<file path="config.mk">
export PLATFORM = sky130hd
export DESIGN_NAME = decay_chopper
export DESIGN_NICKNAME = d
export VERILOG_FILES = /design/src/rtl/chop_pkg.sv /design/src/rtl/chop_timer.sv /design/src/rtl/chop_fsm.sv /design/src/rtl/decay_chopper.sv
export SDC_FILE = /design/constraint.sdc
export NUM_CORES = 1
export LEC_CHECK = 0
export ABC_AREA = 1
export BUFFER_PORTS_ARGS = -buffer_cell sky130_fd_sc_hd__buf_2
export CAP_MARGIN = 20
export CORE_MARGIN = 4
export CORE_UTILIZATION = 50
export DETAILED_ROUTE_END_ITERATION = 7
export PLACE_DENSITY = 0.78
export REMOVE_ABC_BUFFERS = 1
export SETUP_SLACK_MARGIN = 0.4
export SKIP_CTS_REPAIR_TIMING = 1
export SYNTH_ARGS = -nofsm -noshare
export SYNTH_HDL_FRONTEND = slang
export SYNTH_SLANG_ARGS = --single-unit
export TNS_END_PERCENT = 10
</file>
<file path="constraint.sdc">
create_clock -name clk -period 2.5 [get_ports clk]
set_clock_uncertainty 0.2 [all_clocks]
set_input_delay 0.25 -clock clk [delete_from_list [all_inputs] [get_ports clk]]
set_output_delay 0.25 -clock clk [all_outputs]
set_load 0.1 [all_outputs]
</file>
<file path="src/rtl/chop_pkg.sv">
package chop_pkg;
  typedef enum logic [2:0] {
    ST_OFF,
    ST_DRIVE,
    ST_DBLANK,
    ST_FAST,
    ST_SLOW
  } chop_state_t;

  localparam logic [1:0] PH_OFF   = 2'b00;
  localparam logic [1:0] PH_DRIVE = 2'b01;
  localparam logic [1:0] PH_FAST  = 2'b10;
  localparam logic [1:0] PH_SLOW  = 2'b11;
endpackage

</file>
<file path="src/rtl/chop_timer.sv">
module chop_timer #(
  parameter int CNT_W = 8
) (
  input  logic             clk,
  input  logic             rst_n,
  input  logic             load_i,
  input  logic [CNT_W-1:0] val_i,
  input  logic             dec_i,
  output logic             cnt_zero_o,
  output logic             cnt_one_o
);
  localparam logic [CNT_W-1:0] ONE = {{(CNT_W-1){1'b0}}, 1'b1};

  logic [CNT_W-1:0] cnt_q, cnt_d;
  logic             cnt_ce;

  assign cnt_ce = load_i | (dec_i & (cnt_q != '0));

  always_comb begin
    cnt_d = cnt_q;
    if (load_i) cnt_d = val_i;
    else if (dec_i && cnt_q != '0) cnt_d = cnt_q - ONE;
  end

  always_ff @(posedge clk or negedge rst_n) begin
    if (!rst_n) cnt_q <= '0;
    else if (cnt_ce) cnt_q <= cnt_d;
  end

  assign cnt_zero_o = (cnt_q == '0);
  assign cnt_one_o  = (cnt_q == ONE);
endmodule

</file>
<file path="src/rtl/chop_fsm.sv">
module chop_fsm
  import chop_pkg::*;
(
  input  logic        clk,
  input  logic        rst_n,
  input  logic        en,
  input  logic        trip_i,
  input  logic        zero_i,
  input  logic        blank_done_i,
  input  logic        off_last_i,
  output chop_state_t state_o,
  output logic        ld_blank_o,
  output logic        ld_off_o,
  output logic        trip_evt_o
);
  chop_state_t st_q, st_d;

  always_comb begin
    st_d       = st_q;
    ld_blank_o = 1'b0;
    ld_off_o   = 1'b0;
    trip_evt_o = 1'b0;
    if (!en) begin
      st_d = ST_OFF;
    end else begin
      unique case (st_q)
        ST_OFF: begin
          st_d       = ST_DRIVE;
          ld_blank_o = 1'b1;
        end
        ST_DRIVE: begin
          if (blank_done_i && trip_i) begin
            st_d       = ST_DBLANK;
            ld_blank_o = 1'b1;
            ld_off_o   = 1'b1;
            trip_evt_o = 1'b1;
          end
        end
        ST_DBLANK: begin
          if (off_last_i) begin
            st_d       = ST_DRIVE;
            ld_blank_o = 1'b1;
          end else if (blank_done_i) begin
            st_d = trip_i ? ST_FAST : ST_SLOW;
          end
        end
        ST_FAST: begin
          if (off_last_i) begin
            st_d       = ST_DRIVE;
            ld_blank_o = 1'b1;
          end else if (zero_i || !trip_i) begin
            st_d = ST_SLOW;
          end
        end
        ST_SLOW: begin
          if (off_last_i) begin
            st_d       = ST_DRIVE;
            ld_blank_o = 1'b1;
          end
        end
        default: st_d = ST_OFF;
      endcase
    end
  end

  always_ff @(posedge clk or negedge rst_n) begin
    if (!rst_n) st_q <= ST_OFF;
    else st_q <= st_d;
  end

  assign state_o = st_q;
endmodule

</file>
<file path="src/rtl/decay_chopper.sv">
module decay_chopper
  import chop_pkg::*;
#(
  parameter int CNT_W = 8
) (
  input  logic             clk,
  input  logic             rst_n,
  input  logic             en,
  input  logic             trip_i,
  input  logic             zero_i,
  input  logic [CNT_W-1:0] blank_cyc,
  input  logic [CNT_W-1:0] toff_cyc,
  output logic [1:0]       phase_o,
  output logic             trip_pulse_o
);
  chop_state_t state;
  logic ld_blank, ld_off, trip_evt;
  logic blank_zero, blank_one_unused, off_zero_unused, off_one;
  logic blank_run, off_run;
  logic pulse_q;

  assign blank_run = (state == ST_DRIVE) || (state == ST_DBLANK);
  assign off_run   = (state == ST_DBLANK) || (state == ST_FAST) || (state == ST_SLOW);

  chop_timer #(.CNT_W(CNT_W)) u_blank_tmr (
    .clk        (clk),
    .rst_n      (rst_n),
    .load_i     (ld_blank),
    .val_i      (blank_cyc),
    .dec_i      (blank_run),
    .cnt_zero_o (blank_zero),
    .cnt_one_o  (blank_one_unused)
  );

  chop_timer #(.CNT_W(CNT_W)) u_off_tmr (
    .clk        (clk),
    .rst_n      (rst_n),
    .load_i     (ld_off),
    .val_i      (toff_cyc),
    .dec_i      (off_run),
    .cnt_zero_o (off_zero_unused),
    .cnt_one_o  (off_one)
  );

  chop_fsm u_fsm (
    .clk          (clk),
    .rst_n        (rst_n),
    .en           (en),
    .trip_i       (trip_i),
    .zero_i       (zero_i),
    .blank_done_i (blank_zero),
    .off_last_i   (off_one),
    .state_o      (state),
    .ld_blank_o   (ld_blank),
    .ld_off_o     (ld_off),
    .trip_evt_o   (trip_evt)
  );

  always_ff @(posedge clk or negedge rst_n) begin
    if (!rst_n) pulse_q <= 1'b0;
    else pulse_q <= trip_evt;
  end

  always_comb begin
    unique case (state)
      ST_DRIVE:            phase_o = PH_DRIVE;
      ST_FAST:             phase_o = PH_FAST;
      ST_DBLANK, ST_SLOW:  phase_o = PH_SLOW;
      default:             phase_o = PH_OFF;
    endcase
  end

  assign trip_pulse_o = pulse_q;
endmodule

</file>
==> results.json, run 1 <==
{
  "tightest_slew_ns": 0.4835,
  "clock-root-buffer": "sky130_fd_sc_hd__clkbuf_4",
  "cp-start-kind": "register",
  "viasPerCell": 5.117,
  "initial_antenna_violation_count": 0,
  "clock_tree.buffer_depth": 2,
  "layout_min_cycle_time_ns": 1.997,
  "portBuffers": 23,
  "drtAntennaViolNets": 0,
  "avgRoutedWirePerCell_um": 11.29,
  "wirelength_um": 2981,
  "coreArea_mm2": 0.002758,
  "drt_first_iter_violations": 76,
  "synth_area_mm2": 0.001440,
  "synth_simple_gate_area_share_pct": 39.79,
  "peakVddDrop_v": 0.0007683,
  "power.leakage_nw": 0.8982,
  "hp-class": "input pin to register",
  "report.final.slew_viol_count": 0,
  "fp.dieH_um": 61.67,
  "fmaxAchievable_mhz": 500.7,
  "synth_compound_area_share_pct": 8.080,
  "synth_mux_area_share_pct": 0,
  "io-pin-count": 24,
  "syn-instance-count": 194,
  "final_layout_size_suffix_gt1_share_pct": 20.17,
  "synth_seq_area_share_pct": 34.75,
  "max-slew-margin-rel_pct": 67.99,
  "unrepaired_setup_endpoints_after_global_routing": "true",
  "core.rowCount": 19,
  "die_width_um": 61.67,
  "total_clock_buffers_created_by_cts": 3,
  "fin_util_pct": 64.07,
  "run_status": "finished, final reports clean",
  "yosys.cell_types.count": 28,
  "die_area_mm2": 0.003803,
  "largest_net_degree_at_the_start_of_global_routing": 21,
  "first_pass_grt_wire_length_um": 4781,
  "track_usage_pct": 16.66,
  "setup-violations-final": 0,
  "layout_worst_path_cycle_share_pct": 79.89,
  "place.detailed.hpwl_um": 2200,
  "dr.pass1.iters": 5,
  "synth_warnings": 0,
  "max_cap_viol_count": 0,
  "final_setup_tns_ns": 0,
  "grt_pass1_vias": 1157,
  "area.growth.synth_to_final_pct": 22.68,
  "power.density_cell_area_mw_per_mm2": 1199,
  "starting_density_pct": 52.22,
  "tritoncts_clock_tree": "yes",
  "critPathArrivalTime_ns": 1.55,
  "drcViolationCount": 0,
  "grt_overflow_total": 0,
  "dominant_combinational_cell_family_by_area_after_synthesis": "simple AND/OR/NAND/NOR gates",
  "synth-adder-area-share_pct": 3.475,
  "htree_levels": 1,
  "postSynthRegisterBits": 20,
  "timing.setup.critical_path_class": "register to output port",
  "critPathCaptureType": "output port",
  "gp_routability_congestion": 0.8537,
  "insertion_delay_ns": 0.31,
  "nets": 259,
  "synth.avg_cell_area_um2": 7.423,
  "clock_sinks": 20,
  "synth_xor_xnor_area_share_pct": 5.474,
  "diodes": 0,
  "clkSlewWorstSetupHoldPaths_ns": 0.12,
  "worst_ep_required_time_ns": 2.05,
  "timing_hold_violations_final": 0,
  "dr_total_vias": 1351,
  "timing.critical_path.fanout_max": 5
}
==> stage by stage <==
step	total power (W)	hold slack, ns	std cells	area [um^2]	setup WS, ns
after global routing	0.002316	0.05248	264	1767	0.3963
after CTS	0.002066	-0.3222	250	1612	0.2952
after detailed placement	0.001863	0.03007	246	1575	0.6654
after global placement	0.001847	0.03235	246	1575	0.6739
after floorplan	0.001622	-0.2456	192	1421	0.2406
final	0.002118	0.04400	264	1767	0.5029
==> cell families (layout without fill, tap and decap cells) <==
group	after synthesis	in the layout
AO/OA/AOI/OAI	19	19
XOR/XNOR	9	9
adder cells (fa/ha/maj)	4	4
buffers and inverters	28	67
flip-flops	20	20
AND/OR/NAND/NOR	114	114
==> worst max-delay path, stage by stage, from the launching register on <==
cell                       delay [ns]
sky130_fd_sc_hd__dfrtp_1         0.45
sky130_fd_sc_hd__nor2_2          0.20
sky130_fd_sc_hd__nand2_1         0.10
sky130_fd_sc_hd__o21ai_2         0.11
sky130_fd_sc_hd__clkbuf_4        0.38
==> cells in the final DEF, fill, tap and decap left out <==
cell type and instances:
sky130_fd_sc_hd__o221ai_1 3, sky130_fd_sc_hd__nand2_4 2, sky130_fd_sc_hd__nand3_1 29, sky130_fd_sc_hd__nand4_4 1, sky130_fd_sc_hd__inv_2 2, sky130_fd_sc_hd__nor3_1 4
sky130_fd_sc_hd__xnor2_1 3, sky130_fd_sc_hd__inv_1 23, sky130_fd_sc_hd__nand2_1 46, sky130_fd_sc_hd__nor2_2 5, sky130_fd_sc_hd__dlygate4sd3_1 14, sky130_fd_sc_hd__clkbuf_4 4
sky130_fd_sc_hd__nor2_8 1, sky130_fd_sc_hd__o21ai_0 6, sky130_fd_sc_hd__a21oi_1 3, sky130_fd_sc_hd__o21ai_2 2, sky130_fd_sc_hd__buf_8 1, sky130_fd_sc_hd__nand3_2 2
sky130_fd_sc_hd__xor2_1 6, sky130_fd_sc_hd__dfrtp_1 20, sky130_fd_sc_hd__o211ai_1 1, sky130_fd_sc_hd__clkinv_4 1, sky130_fd_sc_hd__clkbuf_8 1, sky130_fd_sc_hd__o21ai_1 4
sky130_fd_sc_hd__ha_1 4, sky130_fd_sc_hd__nand3b_1 2, sky130_fd_sc_hd__buf_2 21, sky130_fd_sc_hd__nor2_4 1, sky130_fd_sc_hd__nor2_1 14, sky130_fd_sc_hd__nand4_1 4
sky130_fd_sc_hd__nand2_2 3
==> per-layer routing <==
layer	routed length [um]	GRT usage (%)	vias to the layer above
li1	-	-	717
met5	0	0	-
met4	13	2.727	0
met1	1406	21.88	604
met3	138	4.403	2
met2	1423	27.95	28
==> power by group <==
group,internal [W],switching (W)
logic,0.000458,0.000851
registers,0.000470,0.000142
clock network,0.0000890,0.000108
==> cell type report <==
| class | instances | area [um^2] |
|---|---|---|
| clock buffers | 4 | 36.28 |
| fillers | 244 | 991.0 |
| inverters | 26 | 102.6 |
| multi-input cells | 146 | 820.8 |
| flip-flops and latches | 20 | 500.5 |
| well taps | 31 | 38.79 |
| repair buffers | 37 | 267.8 |
==> final timing paths <==
check	end	slack, ns	cells past startpoint	startpoint
setup / recovery	phase_o[1]	0.50	4	u_fsm.state_o[0]
hold / removal	u_off_tmr.cnt_q[6]	0.04	5	toff_cyc[6]
setup reg to reg	u_blank_tmr.cnt_q[3]	0.68	10	u_blank_tmr.cnt_q[0]
hold reg to reg	u_blank_tmr.cnt_q[1]	0.35	2	u_blank_tmr.cnt_q[1]
max in group asynchronous	u_off_tmr.cnt_q[0]	1.58	2	rst_n
min in group asynchronous	u_blank_tmr.cnt_q[6]	0.20	2	rst_n
==> synthesized netlist by cell type <==
library cell | number | share of area, %
sky130_fd_sc_hd__nand4_1 | 4 | 1.7
sky130_fd_sc_hd__inv_2 | 1 | 0.26
sky130_fd_sc_hd__clkinv_4 | 1 | 0.61
sky130_fd_sc_hd__nor2_4 | 1 | 0.78
sky130_fd_sc_hd__nand2_2 | 3 | 1.3
sky130_fd_sc_hd__nor2_2 | 4 | 1.7
sky130_fd_sc_hd__nand3b_1 | 2 | 1.0
sky130_fd_sc_hd__nand3_1 | 29 | 10
sky130_fd_sc_hd__nor3_1 | 4 | 1.4
sky130_fd_sc_hd__o21ai_1 | 4 | 1.4
sky130_fd_sc_hd__nand4_4 | 1 | 1.5
sky130_fd_sc_hd__ha_1 | 4 | 3.5
sky130_fd_sc_hd__nand3_2 | 2 | 1.4
sky130_fd_sc_hd__dfrtp_1 | 20 | 35
sky130_fd_sc_hd__xnor2_1 | 3 | 1.8
sky130_fd_sc_hd__o211ai_1 | 1 | 0.52
sky130_fd_sc_hd__o21ai_2 | 2 | 1.2
sky130_fd_sc_hd__inv_1 | 24 | 6.3
sky130_fd_sc_hd__nor2_1 | 15 | 3.9
sky130_fd_sc_hd__xor2_1 | 6 | 3.6
sky130_fd_sc_hd__nand2_1 | 46 | 12
sky130_fd_sc_hd__o21ai_0 | 6 | 2.1
sky130_fd_sc_hd__o221ai_1 | 3 | 1.8
sky130_fd_sc_hd__a21oi_1 | 3 | 1.0
sky130_fd_sc_hd__nand2_4 | 2 | 1.6
sky130_fd_sc_hd__nor2_8 | 1 | 1.4
sky130_fd_sc_hd__buf_4 | 1 | 0.52
sky130_fd_sc_hd__buf_6 | 1 | 0.78
==> flip-flops by register name, summed over array words and instances, names as in the netlist <==
name / count
trip_pulse_o: 1
u_blank_tmr.cnt_q: 8
u_fsm.state_o: 3
u_off_tmr.cnt_q: 8
No activity file was read; power rests on OpenSTA's default activity.
==> run 2, diff against run 1 <==
- clock period: 2.5 -> 1.95 ns (I/O delays scaled with it)
==> run 2 against run 1 <==
Compared with the run above: the run now ends with hold timing left; worst hold slack lost 0.046 ns; core utilization grew 8.8 points; final cell count up 4.9%; power up 51%; via count grew 5.7%; global-route usage fell by 0.10 points; critical path depth shrank 1; wire length is 15% higher; count of clock-buffer cells in the layout is 1 lower; critical path type unchanged; highest routed layer unchanged.
==> results.json, run 2 (synthesis gave the netlist of run 1 again) <==
{
  "worst_ep_required_time_ns": 1.55,
  "largest_net_degree_at_the_start_of_global_routing": 21,
  "core.rowCount": 19,
  "timing.setup.critical_path_class": "register to output port",
  "clkSlewWorstSetupHoldPaths_ns": 0.11,
  "rr_endpoint": "u_off_tmr.cnt_q[3]",
  "insertion_delay_ns": 0.30,
  "layout_worst_path_cycle_share_pct": 92.81,
  "die_area_mm2": 0.003803,
  "fmaxAchievable_mhz": 552.5,
  "wirelength_um": 3421,
  "timing.reg2reg.setup_slack_ns": 0.19,
  "grt_pass1_vias": 1156,
  "coreArea_mm2": 0.002758,
  "max-slew-margin-rel_pct": 67.99,
  "avgRoutedWirePerCell_um": 12.35,
  "hold_path_startpoint": "blank_cyc[7]",
  "setup-violations-final": 0,
  "diodes": 0,
  "run_status": "complete, but fails checks",
  "peakVddDrop_v": 0.001083,
  "whs_path_depth": 4,
  "tritoncts_clock_tree": "yes",
  "timing_hold_violations_final": 1,
  "final_layout_size_suffix_gt1_share_pct": 34.96,
  "viasPerCell": 5.155,
  "fill_cells": 190,
  "report.final.slew_viol_count": 0,
  "cp-start-kind": "register",
  "total_clock_buffers_created_by_cts": 3,
  "r2r_cell_count": 8,
  "gp_routability_congestion": 0.8739,
  "layout.cells.most_common_list": "39 x sky130_fd_sc_hd__nand2_1, 27 x sky130_fd_sc_hd__nand3_1, 21 x sky130_fd_sc_hd__buf_2, 17 x sky130_fd_sc_hd__inv_1, 17 x sky130_fd_sc_hd__dfrtp_1",
  "io-pin-count": 24,
  "clock_sinks": 20,
  "max_cap_viol_count": 0,
  "portBuffers": 23,
  "dr_total_vias": 1428,
  "clock_tree.buffer_depth": 2,
  "timing.critical_path.fanout_max": 6,
  "critPathCaptureType": "output port",
  "unrepaired_setup_endpoints_after_global_routing": "true",
  "fp.dieH_um": 61.67,
  "grt_overflow_total": 0,
  "track_usage_pct": 16.56,
  "timing.rr.start": "u_off_tmr.cnt_q[0]",
  "fin_hold_ws_ns": -0.002299,
  "final_cell_count_no_fill": 277,
  "tightest_slew_ns": 0.4835,
  "failing_checks": "hold timing",
  "dr.pass1.iters": 4,
  "htree_levels": 1,
  "hold_end": "u_blank_tmr.cnt_q[7]",
  "dp_worst_setup_slack_ns": 0.1275,
  "power.leakage_nw": 0.9852,
  "initial_antenna_violation_count": 0,
  "die_width_um": 61.67,
  "first_pass_grt_wire_length_um": 4767,
  "drt_first_iter_violations": 83,
  "clock-root-buffer": "sky130_fd_sc_hd__clkbuf_4",
  "layout_commonest_cell": "sky130_fd_sc_hd__nand2_1",
  "starting_density_pct": 52.22,
  "power.density_cell_area_mw_per_mm2": 1595,
  "hp-class": "input pin to register",
  "nets": 273,
  "drcViolationCount": 0,
  "setup_slack_ns": 0.1402,
  "area.growth.synth_to_final_pct": 39.44,
  "dpl.cell_count": 247,
  "drtAntennaViolNets": 0,
  "layout_min_cycle_time_ns": 1.810,
  "place.detailed.hpwl_um": 2197,
  "critPathArrivalTime_ns": 1.41
}
## run 2: cell types whose count changed in the layout (fill, tap and decap cells not counted), sizes merged
cell and delta:
buf +15, clkbuf -2
## run 2: metrics by stage
stage          area [um^2]  util, %  total power [W]  setup TNS (ns)
6_report              2008    72.82         0.003202               0
5_1_grt               2008    72.82         0.003474               0
4_1_cts               1635    59.30         0.002718               0
3_5_place_dp          1613    58.48         0.002514               0
3_3_place_gp          1613    58.48         0.002493               0
2_1_floorplan         1421        -         0.002079          -3.866
## run 2: routing by layer
layer / part of all wire, % / up-vias / track usage (%) / wire length, um
li1: - / 741 / - / -
met1: 46 / 643 / 22.21 / 1561
met2: 49 / 37 / 27.65 / 1660
met3: 4.4 / 7 / 1.887 / 149
met4: 1.4 / 0 / 5.455 / 49
met5: 0 / - / 0 / 0
## run 2: cell type report
cell class	count	area, um^2	share of cell area [%]
Clock buffer	3	22.52	1.121
Tap cell	31	38.79	1.931
Inverter	26	105.1	5.234
Sequential cell	20	504.2	25.11
Timing Repair Buffer	51	402.9	20.06
Multi-Input combinational cell	146	934.6	46.54
## run 2: worst max-delay path by stage
stage	slack [ns]	depth (start not counted)	endpoint	startpoint
floorplan	-0.31	6	u_off_tmr.cnt_q[6]	u_fsm.state_o[2]
CTS	0.01	7	phase_o[0]	u_fsm.state_o[1]
detailed placement	0.13	10	u_blank_tmr.cnt_q[1]	u_blank_tmr.cnt_q[0]
global route	0.05	6	phase_o[0]	u_fsm.state_o[2]
global placement	0.15	10	u_blank_tmr.cnt_q[1]	u_blank_tmr.cnt_q[0]
finish	0.14	3	phase_o[1]	u_fsm.state_o[2]
## run 2: power by group
part | leakage, nW | total [W] | internal, W | switching [W]
clock network | 0.0138 | 0.000196 | 0.0000720 | 0.000124
logic | 0.730 | 0.00220 | 0.000915 | 0.00128
registers | 0.241 | 0.000807 | 0.000607 | 0.000199
## run 2: worst max-delay path, stage by stage (launching register included)
cell and delay (ns):
sky130_fd_sc_hd__dfrtp_2 0.48, sky130_fd_sc_hd__buf_4 0.17, sky130_fd_sc_hd__o21ai_4 0.25, sky130_fd_sc_hd__buf_12 0.21
==> run 3, diff against run 2 <==
- CTS_BUF_LIST: default -> sky130_fd_sc_hd__clkbuf_16
==> run 3 against run 2 <==
Compared with the run above: the flow still finishes with violations (hold timing); worst hold slack got worse by 0.042 ns; largest power group unchanged; critical path type is now register to register; power is 3.7% higher; critical endpoint is now u_off_tmr.cnt_q[2]; via count is 0.42% lower; register-to-register slack about the same; clock power up 110%; count of clock-buffer cells in the layout unchanged; largest cell class unchanged.
==> results.json, run 3 (synthesis gave the netlist of run 1 again) <==
{
  "critical-path-max-stage-delay_ns": 0.45,
  "coreArea_mm2": 0.002758,
  "final_layout_size_suffix_gt1_share_pct": 34.60,
  "dpl.cell_count": 247,
  "dr.pass1.iters": 4,
  "p_clk_share_pct": 12.6,
  "power.sequential.fraction_pct": 25.1,
  "wirelength_um": 3372,
  "first_pass_grt_wire_length_um": 4892,
  "p_int_w": 0.001703,
  "timing.setup.critical_path_class": "register to register",
  "power.leakage_nw": 0.9556,
  "fmaxAchievable_mhz": 569.7,
  "fin_util_pct": 71.42,
  "layout_commonest_cell": "sky130_fd_sc_hd__nand2_1",
  "clock_tree.buffer_depth": 2,
  "track_usage_pct": 17.08,
  "timing.critical_path.fanout_max": 7,
  "dp_area_mm2": 0.001613,
  "cp_cell_sequence": "nor2_2 > nand2_1 > o21ai_4 > buf_4 > nand2_4 > buf_4 > nand3_1 > o211ai_1",
  "whs_path_depth": 3,
  "drt_first_iter_violations": 69,
  "fin_hold_ws_ns": -0.04477,
  "cp_top_family": "simple AND/OR/NAND/NOR gates",
  "die_width_um": 61.67,
  "layout_min_cycle_time_ns": 1.755,
  "total_switching_power_w": 0.001620,
  "avgRoutedWirePerCell_um": 12.58,
  "unrepaired_setup_endpoints_after_global_routing": "true",
  "critPathArrivalTime_ns": 1.68,
  "power.density_cell_area_mw_per_mm2": 1687,
  "gp_routability_congestion": 0.8739,
  "die_area_mm2": 0.003803,
  "worst-path-buf-inv": 2,
  "grt_pass1_vias": 1177,
  "viasPerCell": 5.306,
  "starting_density_pct": 52.22,
  "clkSlewWorstSetupHoldPaths_ns": 0.06,
  "fp.dieH_um": 61.67,
  "nets": 264,
  "clock_sinks": 20,
  "insertion_delay_ns": 0.25,
  "final_cell_count_no_fill": 268,
  "drtAntennaViolNets": 0,
  "grt_overflow_total": 0,
  "design_area_mm2": 0.001969,
  "failing_checks": "hold timing",
  "layout_worst_path_cycle_share_pct": 90.01,
  "critPathCaptureType": "register",
  "portBuffers": 23,
  "largest_net_degree_at_the_start_of_global_routing": 21,
  "io-pin-count": 24,
  "setup-violations-final": 0,
  "area.growth.synth_to_final_pct": 36.75,
  "run_status": "complete, but fails checks",
  "max_cap_viol_count": 0,
  "worst_ep_required_time_ns": 1.88,
  "htree_levels": 1,
  "place.detailed.hpwl_um": 2197,
  "timing_hold_violations_final": 4,
  "peakVddDrop_v": 0.001181,
  "core.rowCount": 19,
  "cp-start-kind": "register",
  "netSwitchingFraction_pct": 48.75,
  "drcViolationCount": 0,
  "dr_total_vias": 1422,
  "tightest_slew_ns": 0.4835,
  "clock-root-buffer": "sky130_fd_sc_hd__clkbuf_16",
  "max-slew-margin-rel_pct": 67.99,
  "cp_slowest_cell": "sky130_fd_sc_hd__dfrtp_2",
  "hp-class": "input pin to register",
  "total_clock_buffers_created_by_cts": 3,
  "cpMostUsedCell": "sky130_fd_sc_hd__buf_4",
  "tritoncts_clock_tree": "yes",
  "r2r_cell_count": 8,
  "final_setup_tns_ns": 0,
  "fin_total_pwr_w": 0.003322,
  "initial_antenna_violation_count": 0,
  "critical_path_depth": 8,
  "diodes": 0,
  "layout.cells.most_common_list": "40 x sky130_fd_sc_hd__nand2_1, 27 x sky130_fd_sc_hd__nand3_1, 21 x sky130_fd_sc_hd__buf_2, 16 x sky130_fd_sc_hd__inv_1, 16 x sky130_fd_sc_hd__dfrtp_1",
  "power.share.combinational_pct": 62.3,
  "report.final.slew_viol_count": 0
}
-- run 3: cell types whose count changed in the layout (fill, tap and decap cells not counted), sizes merged --
cell,delta
buf,-5
dlygate4sd3,-4
-- run 3: final cells by class --
class                      instances  area (um^2)
clock buffer                       3        75.07
multi-input combinational        146        929.6
inverter                          26        107.6
fill                             198        788.3
tap                               31        38.79
sequential                        20        505.5
timing repair buffer              42        312.8
-- run 3: power by group through the flow --
stage / clock network, W / logic [W] / registers (W)
finish: 0.000419 / 0.00207 / 0.000834
detailed placement: 0 / 0.00173 / 0.000785
global route: 0.000445 / 0.00229 / 0.000855
global placement: 0 / 0.00171 / 0.000781
floorplan: 0 / 0.00133 / 0.000747
CTS: 0.000427 / 0.00174 / 0.000777
-- run 3: worst reg2reg max path, delay by kind of cell (launching register included) --
family	cells	cell delay, ns
buf+inv	2	0.31
simple gates	4	0.46
flops	1	0.45
compound gates	2	0.21
-- run 3: path summary, 6_finish.rpt --
| path | endpoint | start | slack (ns) |
|---|---|---|---|
| worst min register to register | u_blank_tmr.cnt_q[1] | u_blank_tmr.cnt_q[1] | 0.33 |
| worst min-delay path | u_blank_tmr.cnt_q[0] | blank_cyc[0] | -0.04 |
| max in group asynchronous | u_off_tmr.cnt_q[0] | rst_n | 0.97 |
| worst max-delay path | u_off_tmr.cnt_q[2] | u_fsm.state_o[0] | 0.19 |
| min in group asynchronous | u_blank_tmr.cnt_q[7] | rst_n | 0.23 |
| worst max register to register | u_off_tmr.cnt_q[2] | u_fsm.state_o[0] | 0.19 |
-- run 3: routing by layer --
metal / routed length, um / part of all wire, % / up-vias / GRT usage (%)
li1: - / - / 722 / -
met1: 1538 / 46 / 650 / 21.95
met2: 1616 / 48 / 42 / 29.00
met3: 149 / 4.4 / 8 / 2.725
met4: 68 / 2.0 / 0 / 5.758
met5: 0 / 0 / - / 0
-- run 3: stage by stage --
stage                     worst slack [ns]  hold slack (ns)
after floorplan                    -0.3094          -0.3006
after global placement              0.1478         -0.02679
after detailed placement            0.1275         -0.01974
after CTS                          0.09205          -0.2886
after global routing               0.07351        0.0004441
final                               0.1947         -0.04477
